### config.mk
export PLATFORM = sky130hd
export DESIGN_NAME = vmac_stream_unit
export DESIGN_NICKNAME = d
export VERILOG_FILES = /design/src/rtl/vmac_pkg.sv /design/src/rtl/vmac_addr_gen.sv /design/src/rtl/vmac_accum.sv /design/src/rtl/vmac_stream_unit.sv
export SDC_FILE = /design/constraint.sdc
export NUM_CORES = 1
export LEC_CHECK = 0
export BUFFER_PORTS_ARGS = -buffer_cell sky130_fd_sc_hd__buf_2
export CAP_MARGIN = 15
export CORE_ASPECT_RATIO = 1.75
export CORE_MARGIN = 2
export CORE_UTILIZATION = 51
export CTS_CLUSTER_DIAMETER = 150
export DETAILED_ROUTE_END_ITERATION = 12
export GPL_TIMING_DRIVEN = 0
export PLACE_DENSITY = 0.7
export SLEW_MARGIN = 20
export SYNTH_ARGS = -nofsm -noshare
export SYNTH_HDL_FRONTEND = slang
export SYNTH_SLANG_ARGS = --single-unit
export TNS_END_PERCENT = 10
### constraint.sdc
create_clock -name clk -period 4.71 [get_ports clk]
set_input_delay 0 -clock clk [delete_from_list [all_inputs] [get_ports clk]]
set_output_delay 0 -clock clk [all_outputs]
set_load 0.03 [all_outputs]
### src/rtl/vmac_pkg.sv
package vmac_pkg;

  typedef enum logic [1:0] {
    SHP_WORD = 2'd0,
    SHP_ROW  = 2'd1,
    SHP_COL  = 2'd2,
    SHP_MAT  = 2'd3
  } shape_e;

  typedef enum logic [1:0] {
    ST_IDLE,
    ST_RUN,
    ST_WAIT,
    ST_HI
  } state_e;

  // address increment per element for a given operand walk
  function automatic int unsigned stride_of(shape_e s, int unsigned mat_w);
    case (s)
      SHP_WORD: return 0;
      SHP_COL:  return mat_w;
      default:  return 1;
    endcase
  endfunction

endpackage

### src/rtl/vmac_addr_gen.sv
module vmac_addr_gen
  import vmac_pkg::*;
#(
  parameter int ADDR_W = 8,
  parameter int CNT_W  = 4,
  parameter int MAT_W  = 8
) (
  input  shape_e              shape,
  input  logic [ADDR_W-1:0]   base,
  input  logic [CNT_W-1:0]    idx,
  output logic [ADDR_W-1:0]   addr
);
  localparam int PW = ADDR_W + CNT_W;

  logic [PW-1:0] offs;

  always_comb begin
    offs = PW'(stride_of(shape, MAT_W)) * PW'(idx);
    addr = base + offs[ADDR_W-1:0];
  end

endmodule

### src/rtl/vmac_accum.sv
module vmac_accum #(
  parameter int DATA_W = 8,
  parameter int ACC_W  = 16
) (
  input  logic              clk,
  input  logic              rst_n,
  input  logic              clear,
  input  logic              en,
  input  logic [DATA_W-1:0] op_a,
  input  logic [DATA_W-1:0] op_b,
  output logic [ACC_W-1:0]  acc_q,
  output logic [ACC_W-1:0]  acc_nx
);
  localparam int PROD_W = 2 * DATA_W;

  function automatic logic [ACC_W-1:0] mac_add(logic [ACC_W-1:0] acc,
                                               logic [DATA_W-1:0] a,
                                               logic [DATA_W-1:0] b);
    logic [PROD_W-1:0] p;
    p = PROD_W'(a) * PROD_W'(b);
    return acc + ACC_W'(p);
  endfunction

  always_comb begin
    if (clear)   acc_nx = '0;
    else if (en) acc_nx = mac_add(acc_q, op_a, op_b);
    else         acc_nx = acc_q;
  end

  always_ff @(posedge clk) begin
    if (!rst_n) acc_q <= '0;
    else        acc_q <= acc_nx;
  end

  AST_CLEAR_ZERO: assert property (@(posedge clk) disable iff (!rst_n)
    clear |=> acc_q == '0) else $error("accumulator not cleared");

endmodule

### src/rtl/vmac_stream_unit.sv
module vmac_stream_unit
  import vmac_pkg::*;
#(
  parameter int ADDR_W = 8,
  parameter int DATA_W = 8,
  parameter int CNT_W  = 4,
  parameter int MAT_W  = 8
) (
  input  logic              clk,
  input  logic              rst_n,
  input  logic              start,
  input  logic [ADDR_W-1:0] base_a,
  input  logic [1:0]        shape_a,
  input  logic [ADDR_W-1:0] base_b,
  input  logic [1:0]        shape_b,
  input  logic [CNT_W-1:0]  count,
  output logic              a_rd_en,
  output logic [ADDR_W-1:0] a_addr,
  input  logic [DATA_W-1:0] a_rdata,
  output logic              b_rd_en,
  output logic [ADDR_W-1:0] b_addr,
  input  logic [DATA_W-1:0] b_rdata,
  output logic              out_valid,
  output logic [DATA_W-1:0] out_byte,
  output logic              done
);
  localparam int ACC_W = 2 * DATA_W;

  state_e            state;
  logic [CNT_W-1:0]  idx;
  logic [CNT_W-1:0]  cnt_q;
  logic [ADDR_W-1:0] base_a_q, base_b_q;
  shape_e            shape_a_q, shape_b_q;
  logic              rd_vld;
  logic [ACC_W-1:0]  acc_q, acc_nx;

  // named internal events
  logic start_take;
  logic issue_fire;
  logic last_issue;
  logic result_lo_fire;

  assign start_take     = start && (state == ST_IDLE);
  assign issue_fire     = (state == ST_RUN);
  assign last_issue     = issue_fire && (idx == cnt_q - 1'b1);
  assign result_lo_fire = (state == ST_WAIT);

  vmac_addr_gen #(.ADDR_W(ADDR_W), .CNT_W(CNT_W), .MAT_W(MAT_W)) u_agen_a (
    .shape(shape_a_q), .base(base_a_q), .idx(idx), .addr(a_addr)
  );

  vmac_addr_gen #(.ADDR_W(ADDR_W), .CNT_W(CNT_W), .MAT_W(MAT_W)) u_agen_b (
    .shape(shape_b_q), .base(base_b_q), .idx(idx), .addr(b_addr)
  );

  vmac_accum #(.DATA_W(DATA_W), .ACC_W(ACC_W)) u_acc (
    .clk(clk), .rst_n(rst_n), .clear(start_take), .en(rd_vld),
    .op_a(a_rdata), .op_b(b_rdata), .acc_q(acc_q), .acc_nx(acc_nx)
  );

  assign a_rd_en = issue_fire;
  assign b_rd_en = issue_fire;

  always_ff @(posedge clk) begin
    if (!rst_n) begin
      state     <= ST_IDLE;
      idx       <= '0;
      cnt_q     <= '0;
      base_a_q  <= '0;
      base_b_q  <= '0;
      shape_a_q <= SHP_WORD;
      shape_b_q <= SHP_WORD;
      rd_vld    <= 1'b0;
      out_valid <= 1'b0;
      out_byte  <= '0;
      done      <= 1'b0;
    end else begin
      out_valid <= 1'b0;
      done      <= 1'b0;
      rd_vld    <= issue_fire;
      case (state)
        ST_IDLE: if (start_take) begin
          cnt_q     <= count;
          base_a_q  <= base_a;
          base_b_q  <= base_b;
          shape_a_q <= shape_e'(shape_a);
          shape_b_q <= shape_e'(shape_b);
          idx       <= '0;
          if (count == '0) begin
            state     <= ST_HI;
            out_valid <= 1'b1;
            out_byte  <= '0;
          end else begin
            state <= ST_RUN;
          end
        end
        ST_RUN: begin
          idx <= idx + 1'b1;
          if (last_issue) state <= ST_WAIT;
        end
        ST_WAIT: if (result_lo_fire) begin
          state     <= ST_HI;
          out_valid <= 1'b1;
          out_byte  <= acc_nx[DATA_W-1:0];
        end
        default: begin
          state     <= ST_IDLE;
          out_valid <= 1'b1;
          out_byte  <= acc_q[ACC_W-1:DATA_W];
          done      <= 1'b1;
        end
      endcase
    end
  end

  AST_READ_AFTER_START: assert property (@(posedge clk) disable iff (!rst_n)
    $rose(a_rd_en) |-> $past(start)) else $error("read without start");
  AST_ROW_STEP: assert property (@(posedge clk) disable iff (!rst_n)
    (b_rd_en && $past(b_rd_en) && shape_b_q == SHP_ROW)
      |-> b_addr == $past(b_addr) + ADDR_W'(1)) else $error("row stride");
  AST_COL_STEP: assert property (@(posedge clk) disable iff (!rst_n)
    (a_rd_en && $past(a_rd_en) && shape_a_q == SHP_COL)
      |-> a_addr == $past(a_addr) + ADDR_W'(MAT_W)) else $error("col stride");
  AST_WORD_HOLD: assert property (@(posedge clk) disable iff (!rst_n)
    (a_rd_en && $past(a_rd_en) && shape_a_q == SHP_WORD)
      |-> $stable(a_addr)) else $error("word moved");
  AST_HI_AFTER_LO: assert property (@(posedge clk) disable iff (!rst_n)
    (out_valid && !done) |=> (out_valid && done)) else $error("no high byte");
  AST_DONE_SINGLE: assert property (@(posedge clk) disable iff (!rst_n)
    done |=> !done) else $error("done held");
  AST_BUSY_IGNORES: assert property (@(posedge clk) disable iff (!rst_n)
    (state != ST_IDLE) |=> $stable(cnt_q) && $stable(base_a_q)) else $error("relatched");

endmodule

==> reports/metrics.cfg, run 1 <==
[cells_and_area]
num_antenna_cells=0
finalNetCount=942
final_cell_count_no_fill=912
area_growth_pct=17.6
drive_above_1_share_pct=14.2
fill_cells=1022

[cts]
clockBufferDepth=2
clock_latency_ns=0.32
clk_pin_slew_ns=0.05
cts-hold-fix-buffers=24
clock-root-buffer=clkbuf_16
cts_resized=0
cts_buffers=9
cts_tree=done
h-tree-depth=3
clock-sinks=57
post_cts_buffers=0

[route]
num_vias=4828
via_per_inst=5.29
drt_iter0_drc=158
routed_wl_mm=13.5
drc_errors=0
post_drt_wl_per_cell_um=14.8
drtPass1Iterations=4
ant_nets=0

[synthesis]
synthesis.nets=838
ys_seq_area_share_pct=19.7
synth_seq_cells=57
yosysWarnings=0
netlist_area_um2=5790
synth_edf_count=0
yosysUniqueCellTypes=60
syn_avg_cell_area_um2=8.60
synth-main-ff-cell=dfxtp_1
synth-async-reset-ratio_pct=0
syn-instance-count=674

[power_and_ir_drop]
peakVddDrop_uv=342
p_per_area_nw_per_um2=475
p_total_mw=3.24
p_leak_nw=3.42

[timing]
finalSetupTns_ns=0
tightest_slew_ns=0.569
fmax_ghz=0.227
fin_crit_ns=4.41
timing.slew.headroom_pct=61.9
clock_skew_ns=0.00411
hold_viol=0
rsz0062_at_grt=no
setup-violations-final=0
slew_viol_final=0
min_period_over_period_pct=93.6

[global_routing]
antenna_found_initial=0
gr-usage-all-layers_pct=23.6
grt_pass1_vias=5246
grt_max_degree=11
grt_pass1_wl_mm=23.6
overflow=0

[setup_path]
critPathMaxFanout=3
crit_type=reg -> reg
slowest_delay_ns=0.53
crit_path_frequent_cell=inv_1
r2r_setup_slack_ns=0.30
arrival_ns=4.67
endpoint_kind=flip-flop
crit_path_top_delay_cell=fa_1
critPathTopFamily=adder cells
path_cells=inv_1 > fa_1 > inv_1 > ha_1 > ha_1 > inv_1 > fa_1 > inv_1 > ha_1 > fa_1 > a211oi_2 > o21ai_0 > a21oi_1 > nor3b_2 > mux2_2 > nand3_1
required_ns=4.97
cp-start-kind=flip-flop
critPathBufInv=4

[flow_run]
maxCapViolCount=0

[die]
die_x_um=84.6
initial_core_util_pct=52.2
die_area_um2=12300
rows=51
die_height_um=145
ioPinCount=71
coreArea_um2=11100

[placement]
io_buffers=69
hpwl_mm=11.3
dpl.cell_count=875
gp_congestion=0.927

[min_path]
hp-class=in -> reg

[status]
status=finished, final reports clean

## where the power goes
part           switching, mW  internal [mW]  leakage (nW)
Clock                  0.199          0.388         0.134
Combinational           1.20          0.793          2.82
Sequential            0.0774          0.585         0.465
Total                   1.47           1.77          3.42
## cells in the mapped netlist, drive strengths merged, types with 5 or more instances
master | n | area, µm²
ha | 67 | 838
xnor2 | 17 | 149
nor3b | 6 | 50.1
nor2 | 22 | 82.6
dfxtp | 57 | 1140
nand3 | 5 | 25.0
inv | 111 | 417
o21ai | 19 | 95.1
o211ai | 8 | 60.1
nor2b | 6 | 37.5
mux2i | 8 | 80.1
buf | 12 | 71.3
o211a | 6 | 60.1
xor2 | 8 | 70.1
a21boi | 24 | 180
a21o | 6 | 45.0
clkbuf | 10 | 48.8
fa | 54 | 1080
a21oi | 24 | 124
a211oi | 5 | 42.5
nand2 | 105 | 399
and2 | 51 | 324
## flip-flops by register name (all words and copies together), names as in the netlist
signal,flops
u_acc.acc_q,16
idx,4
shape_b_q,2
base_a_q,8
base_b_q,8
done,1
shape_a_q,2
state,2
out_byte,8
cnt_q,4
rd_vld,1
out_valid,1
## per-layer routing
metal  track usage [%]  wire (µm)
met1              23.9       4810
met2              46.6       7910
met3              2.62        375
met4              10.2        397
met5                 0          0
## cells in the final DEF, fill, tap and decap left out, types with 3 or more instances in the layout
master,Yosys,layout
and2_2,4,4
dlygate4sd3_1,0,24
a211oi_1,4,4
clkbuf_1,8,9
nand3b_1,4,4
xnor2_1,17,17
fa_1,54,54
clkbuf_16,0,9
dfxtp_1,57,57
nand3_1,5,5
o211a_1,6,6
and2_1,47,47
nand4_1,4,4
a21oi_1,23,23
o211ai_1,8,8
clkbuf_8,1,4
ha_1,67,67
nor2b_1,6,6
o21ai_0,17,17
inv_1,111,111
nor3b_1,5,5
mux2i_1,8,8
nor2_1,22,22
nand2_1,103,103
a21boi_0,24,24
buf_2,6,75
or2_2,3,3
buf_4,3,3
xor2_1,8,8
a21o_1,6,6
nor3_1,3,3
o21bai_1,4,4
## through the flow
stage / area (µm²) / utilization (%) / setup WS [ns] / hold WS, ns
2_1_floorplan: 5790 / - / 0.714 / 0.145
3_3_place_gp: 6300 / 56.8 / 0.294 / 0.253
3_5_place_dp: 6300 / 56.8 / 0.278 / 0.260
4_1_cts: 6810 / 61.4 / 0.320 / 0.0274
5_1_grt: 6810 / 61.4 / 0.168 / 0.0685
6_report: 6810 / 61.4 / 0.301 / 0.0465
## kinds of logic after synthesis
group | after synthesis | share of synthesized area, %
multiplexers | 9 | 1.58
adder cells (fa/ha/maj) | 121 | 33.1
XOR/XNOR | 25 | 3.78
AND/OR/NAND/NOR | 217 | 18.5
flip-flops | 57 | 19.7
AO/OA/AOI/OAI | 112 | 14.0
buffers and inverters | 133 | 9.27
## path summary, 6_finish.rpt
check	start	endpoint	depth (start not counted)
max	u_acc.acc_q[3]	u_acc.acc_q[15]	16
min reg2reg	shape_a_q[1]	shape_a_q[1]	2
min	rst_n	out_valid	3
max reg2reg	u_acc.acc_q[3]	u_acc.acc_q[15]	16
## worst min-delay path, stage by stage
cell and delay, ns:
buf_2 0.14, inv_1 0.11, nor2_1 0.06
## final cells by class
type / count / area [µm²] / share of cell area [%]
multi-input cells: 484 / 4120 / 60.4
flip-flops and latches: 57 / 1140 / 16.7
repair buffers: 93 / 586 / 8.59
inverters: 111 / 417 / 6.11
clock buffers: 13 / 270 / 3.97
well taps: 132 / 165 / 2.42
plain buffers: 22 / 120 / 1.76
(Power assumes the default switching activity.)
==> run 2, diff against run 1 <==
clock period = 4.4 ns   (was 4.71 ns; I/O delays follow)
==> reports/metrics.cfg, run 2 (synthesized netlist as in run 1, its figures left out) <==
[status]
status=finished, final reports clean

[power_and_ir_drop]
p_leak_nw=3.43  ; +0.12%
p_total_mw=3.50  ; +8.1%
peakVddDrop_uv=367  ; +7.3%
p_per_area_nw_per_um2=512  ; +7.8%

[cells_and_area]
seq_area_um2=1140  ; unchanged
final_cell_mix=inv_1 (111), nand2_1 (103), buf_2 (75)
mostFrequentLayoutCell=inv_1
drive_above_1_share_pct=14.6  ; +0.38 points
final_core_utilization_pct=61.5  ; +0.17 points
multiInputGateArea_um2=4130  ; +0.46%
largest_reg_flops=16  ; unchanged
largest-register=u_acc.acc_q
fill_cells=1018  ; -0.39%
finish.instance_area_um2=6830  ; +0.28%
area_growth_pct=17.9
num_antenna_cells=0  ; unchanged
finalNetCount=942  ; unchanged

[route]
wl_met3_um=395  ; +5.3%
drt_iter0_drc=169  ; +7.0%
via_per_inst=5.32  ; +0.43%
wl_met1_mm=4.78  ; -0.58%
wl_met2_mm=7.89  ; -0.25%
post_drt_wl_per_cell_um=14.8  ; +0.31%
num_vias=4849  ; +0.43%
drtPass1Iterations=4  ; unchanged
routed_wl_mm=13.5  ; +0.31%
top_layer=met4
ant_nets=0  ; unchanged
drc_errors=0  ; unchanged

[cts]
cts_buffers=9  ; unchanged
cts_tree=done
clk_pin_slew_ns=0.05  ; about the same
clock_latency_ns=0.32  ; about the same
h-tree-depth=3  ; unchanged
clock-sinks=57  ; unchanged
clock-root-buffer=clkbuf_16
clockBufferDepth=2  ; unchanged

[min_path]
hp-class=in -> reg
hp-start=rst_n

[die]
ioPinCount=71  ; unchanged
die_height_um=145  ; unchanged
initial_core_util_pct=52.2  ; unchanged
die_x_um=84.6  ; unchanged
rows=51  ; unchanged
coreArea_um2=11100  ; unchanged
die_area_um2=12300  ; unchanged

[setup_path]
cp-startpoint=u_acc.acc_q[6]
arrival_ns=4.45  ; -0.22 ns
crit_type=reg -> reg
reg2reg_from=u_acc.acc_q[6]
endpoint_kind=flip-flop
cp-start-kind=flip-flop
critPathMaxFanout=4  ; +1
required_ns=4.66  ; -0.31 ns

[timing]
hold_viol=0  ; unchanged
min_period_over_period_pct=95.4  ; +1.8 points
slew_viol_final=0  ; unchanged
setup_slack_ns=0.203  ; -0.0977 ns
timing.slew.headroom_pct=61.1  ; -0.80 points
fin_crit_ns=4.20  ; -0.212 ns
fmax_ghz=0.238  ; +5.1%
holdWs_ns=0.0445  ; -0.00195 ns
setup-violations-final=0  ; unchanged
rsz0062_at_grt=no
tightest_slew_ns=0.581  ; +0.0119 ns
clock_skew_ns=0.00405  ; -0.0000657 ns

[placement]
dp_slack_ns=-0.0321  ; -0.310 ns
place_area_um2=6300  ; unchanged
gp_congestion=0.927  ; unchanged
hpwl_mm=11.3  ; unchanged
io_buffers=69  ; unchanged

[global_routing]
grt_pass1_vias=5246  ; unchanged
grt_max_degree=11  ; unchanged
grt_pass1_wl_mm=23.6  ; unchanged
antenna_found_initial=0  ; unchanged
gr-usage-all-layers_pct=23.6  ; unchanged
overflow=0  ; unchanged

[flow_run]
maxCapViolCount=0  ; unchanged

## run 2: cell counts in the layout (fill, tap and decap cells not counted)
No cell type changed its count.
## run 2: per-stage QoR
stage,TNS [ns],std cells
3_5_place_dp,-0.0371,875
3_3_place_gp,-0.0155,875
6_report,0,912
5_1_grt,0,912
2_1_floorplan,0,674
4_1_cts,0,912
## run 2: layout make-up
cell class | count | area share (%)
tap | 132 | 2.42
buffer | 22 | 1.76
sequential | 57 | 16.7
multi-input combinational | 484 | 60.5
inverter | 111 | 6.10
timing repair buffer | 93 | 8.57
clock buffer | 13 | 3.96
## run 2: power breakdown
part,total (mW),switching (mW),internal (mW)
sequential,0.709,0.0830,0.626
combinational,2.16,1.29,0.867
clock,0.631,0.215,0.416
## run 2: final timing paths
check / slack (ns) / depth (start not counted) / to
setup / recovery: 0.20 / 15 / u_acc.acc_q[15]
hold / removal: 0.04 / 3 / out_valid
setup reg to reg: 0.20 / 15 / u_acc.acc_q[15]
hold reg to reg: 0.46 / 2 / shape_a_q[1]
## run 2: routing by layer
| metal | vias up | global-route usage, % |
|---|---|---|
| li1 | 2383 | - |
| met1 | 2319 | 23.9 |
| met2 | 118 | 46.6 |
| met3 | 29 | 2.62 |
| met4 | 0 | 10.2 |
| met5 | - | 0 |
## run 2: critical path, stage by stage (launching register included)
cell and delay [ns]:
dfxtp_1 0.30, inv_1 0.07, fa_1 0.54, inv_1 0.05, fa_1 0.50, inv_1 0.05, fa_1 0.46, fa_1 0.54
inv_1 0.04, ha_1 0.33, o21ai_1 0.22, o21ai_1 0.15, a21oi_2 0.20, nor3b_4 0.25, mux2_2 0.35, nand3_1 0.06
## run 2: repair_timing
item / 4_1_cts / 5_1_grt
endpoints found under the setup margin: 0 / 3
resized for setup: 0 / 7
buffers inserted: 0 / 0
hold buffers: 24 / 0
endpoints found under the hold margin: 24 / 0
==> run 3, diff against run 2 <==
CTS_BUF_LIST = sky130_fd_sc_hd__clkbuf_4   (was unset)
==> reports/metrics.cfg, run 3 (synthesized netlist as in run 1, its figures left out) <==
[status]
status=finished, final reports clean

[route]
post_drt_wl_per_cell_um=14.9  ; +0.29%
drtPass1Iterations=4  ; unchanged
via_per_inst=5.29  ; -0.49%
routed_wl_mm=13.6  ; +0.51%
drt_iter0_drc=178  ; +5.3%
drc_errors=0  ; unchanged
num_vias=4836  ; -0.27%
ant_nets=0  ; unchanged

[timing]
slew_viol_final=0  ; unchanged
setup-violations-final=0  ; unchanged
hold_viol=0  ; unchanged
timing.slew.headroom_pct=62.0  ; +0.91 points
fin_crit_ns=4.20  ; +0.00647 ns
finalSetupTns_ns=0  ; unchanged
min_period_over_period_pct=95.5  ; +0.15 points
clock_skew_ns=0.00570  ; +0.00166 ns
rsz0062_at_grt=no
fmax_ghz=0.238  ; -0.15%
tightest_slew_ns=0.568  ; -0.0136 ns

[setup_path]
crit_type=reg -> reg
critPathMaxFanout=4  ; unchanged
required_ns=4.75  ; +0.09 ns
arrival_ns=4.55  ; +0.10 ns
endpoint_kind=flip-flop
cp-start-kind=flip-flop

[placement]
io_buffers=69  ; unchanged
place_area_um2=6300  ; unchanged
gp_congestion=0.927  ; unchanged
hpwl_mm=11.3  ; unchanged

[global_routing]
grt-busiest-layer=met2
gr-usage-all-layers_pct=23.6  ; -0.052 points
use_met2_pct=46.7  ; +0.16 points
grt_use_met3_pct=2.67  ; +0.057 points
grt_max_degree=11  ; unchanged
antenna_found_initial=1  ; +1
grt_pass1_wl_mm=23.5  ; -0.32%
grtUsageMet1_pct=23.6  ; -0.27 points
overflow=0  ; unchanged
grt_pass1_vias=5206  ; -0.76%

[cells_and_area]
finalNetCount=943  ; +0.11%
largest_reg_flops=16  ; unchanged
final_core_utilization_pct=60.0  ; -1.5 points
drive_above_1_share_pct=14.3  ; -0.27 points
final_cell_mix=inv_1 (111), nand2_1 (103), buf_2 (75)
finish.instance_area_um2=6660  ; -2.5%
largest-register=u_acc.acc_q
area_growth_pct=15.0
mostFrequentLayoutCell=inv_1

[cts]
clock_latency_ns=0.41  ; +0.09 ns
clock-root-buffer=clkbuf_4
clock-sinks=57  ; unchanged
cts_tree=done
cts_buffers=9  ; unchanged
clockBufferDepth=2  ; unchanged
clk_pin_slew_ns=0.09  ; +0.04 ns
h-tree-depth=3  ; unchanged

[power_and_ir_drop]
p_per_area_nw_per_um2=475  ; -7.4%
p_leak_nw=3.35  ; -2.3%
peakVddDrop_uv=292  ; -20%

[die]
die_height_um=145  ; unchanged
rows=51  ; unchanged
die_area_um2=12300  ; unchanged
initial_core_util_pct=52.2  ; unchanged
die_x_um=84.6  ; unchanged
ioPinCount=71  ; unchanged
coreArea_um2=11100  ; unchanged

[flow_run]
maxCapViolCount=0  ; unchanged

[min_path]
hp-class=in -> reg

==> run 3: cell count changes in the layout (fill, tap and decap cells not counted), sizes merged <==
cell,before,now
clkbuf,23,20
clkinv,0,3
diode,0,1
dlygate4sd3,24,25
==> run 3: where the power goes <==
part | internal [mW] | switching [mW] | leakage, nW
clock | 0.108 | 0.181 | 0.0507
sequential | 0.623 | 0.0823 | 0.465
combinational | 0.868 | 1.30 | 2.83
total | 1.60 | 1.56 | 3.35
==> run 3: through the flow <==
stage	cells	setup WS, ns	hold slack, ns	power (mW)
after floorplan	674	0.404	0.145	2.36
after global placement	875	-0.0155	0.253	2.77
after detailed placement	875	-0.0321	0.260	2.84
after CTS	913	0.0459	0.0566	3.16
after global routing	914	0.00599	0.107	3.49
final	914	0.197	0.0846	3.16
==> run 3: final timing paths <==
path                  start  cells after the start  slack (ns)         endpoint
max          u_acc.acc_q[6]                     15        0.20  u_acc.acc_q[15]
min                   start                      4        0.08      base_b_q[1]
max reg2reg  u_acc.acc_q[6]                     15        0.20  u_acc.acc_q[15]
min reg2reg    shape_a_q[1]                      2        0.46     shape_a_q[1]
==> run 3: metal layers <==
layer  share of wire (%)  vias up
met4                 3.7        0
met1                  36     2317
met2                  58      104
met3                 3.0       31
met5                   0        -
li1                    -     2384
==> run 3: repair_timing <==
| action | 4_1_cts | 5_1_grt |
|---|---|---|
| setup endpoints to repair | 1 | 3 |
| cloned | 0 | 0 |
| setup buffers | 0 | 0 |
| endpoints found under the hold margin | 30 | 0 |
| hold buffers | 25 | 0 |
| pin swaps | 0 | 1 |
| resized for setup | 2 | 5 |
==> run 3: worst max-delay path: stages, from the launching register on <==
cell     delay, ns
dfxtp_1       0.32
inv_1         0.08
fa_1          0.54
inv_1         0.05
fa_1          0.50
inv_1         0.05
fa_1          0.46
fa_1          0.54
inv_1         0.04
ha_1          0.33
o21ai_1       0.22
o21ai_1       0.15
a21oi_2       0.20
nor3b_4       0.25
mux2_2        0.35
nand3_1       0.06
==> run 3: cell type report <==
class                      count  area [µm²]
fill                        1048        4440
multi-input combinational    484        4130
sequential                    57        1140
timing repair buffer          94         596
inverter                     111         417
tap                          132         165
buffer                        22         120
clock buffer                  10        75.1
clock inverter                 3        11.3
antenna                        1        2.50
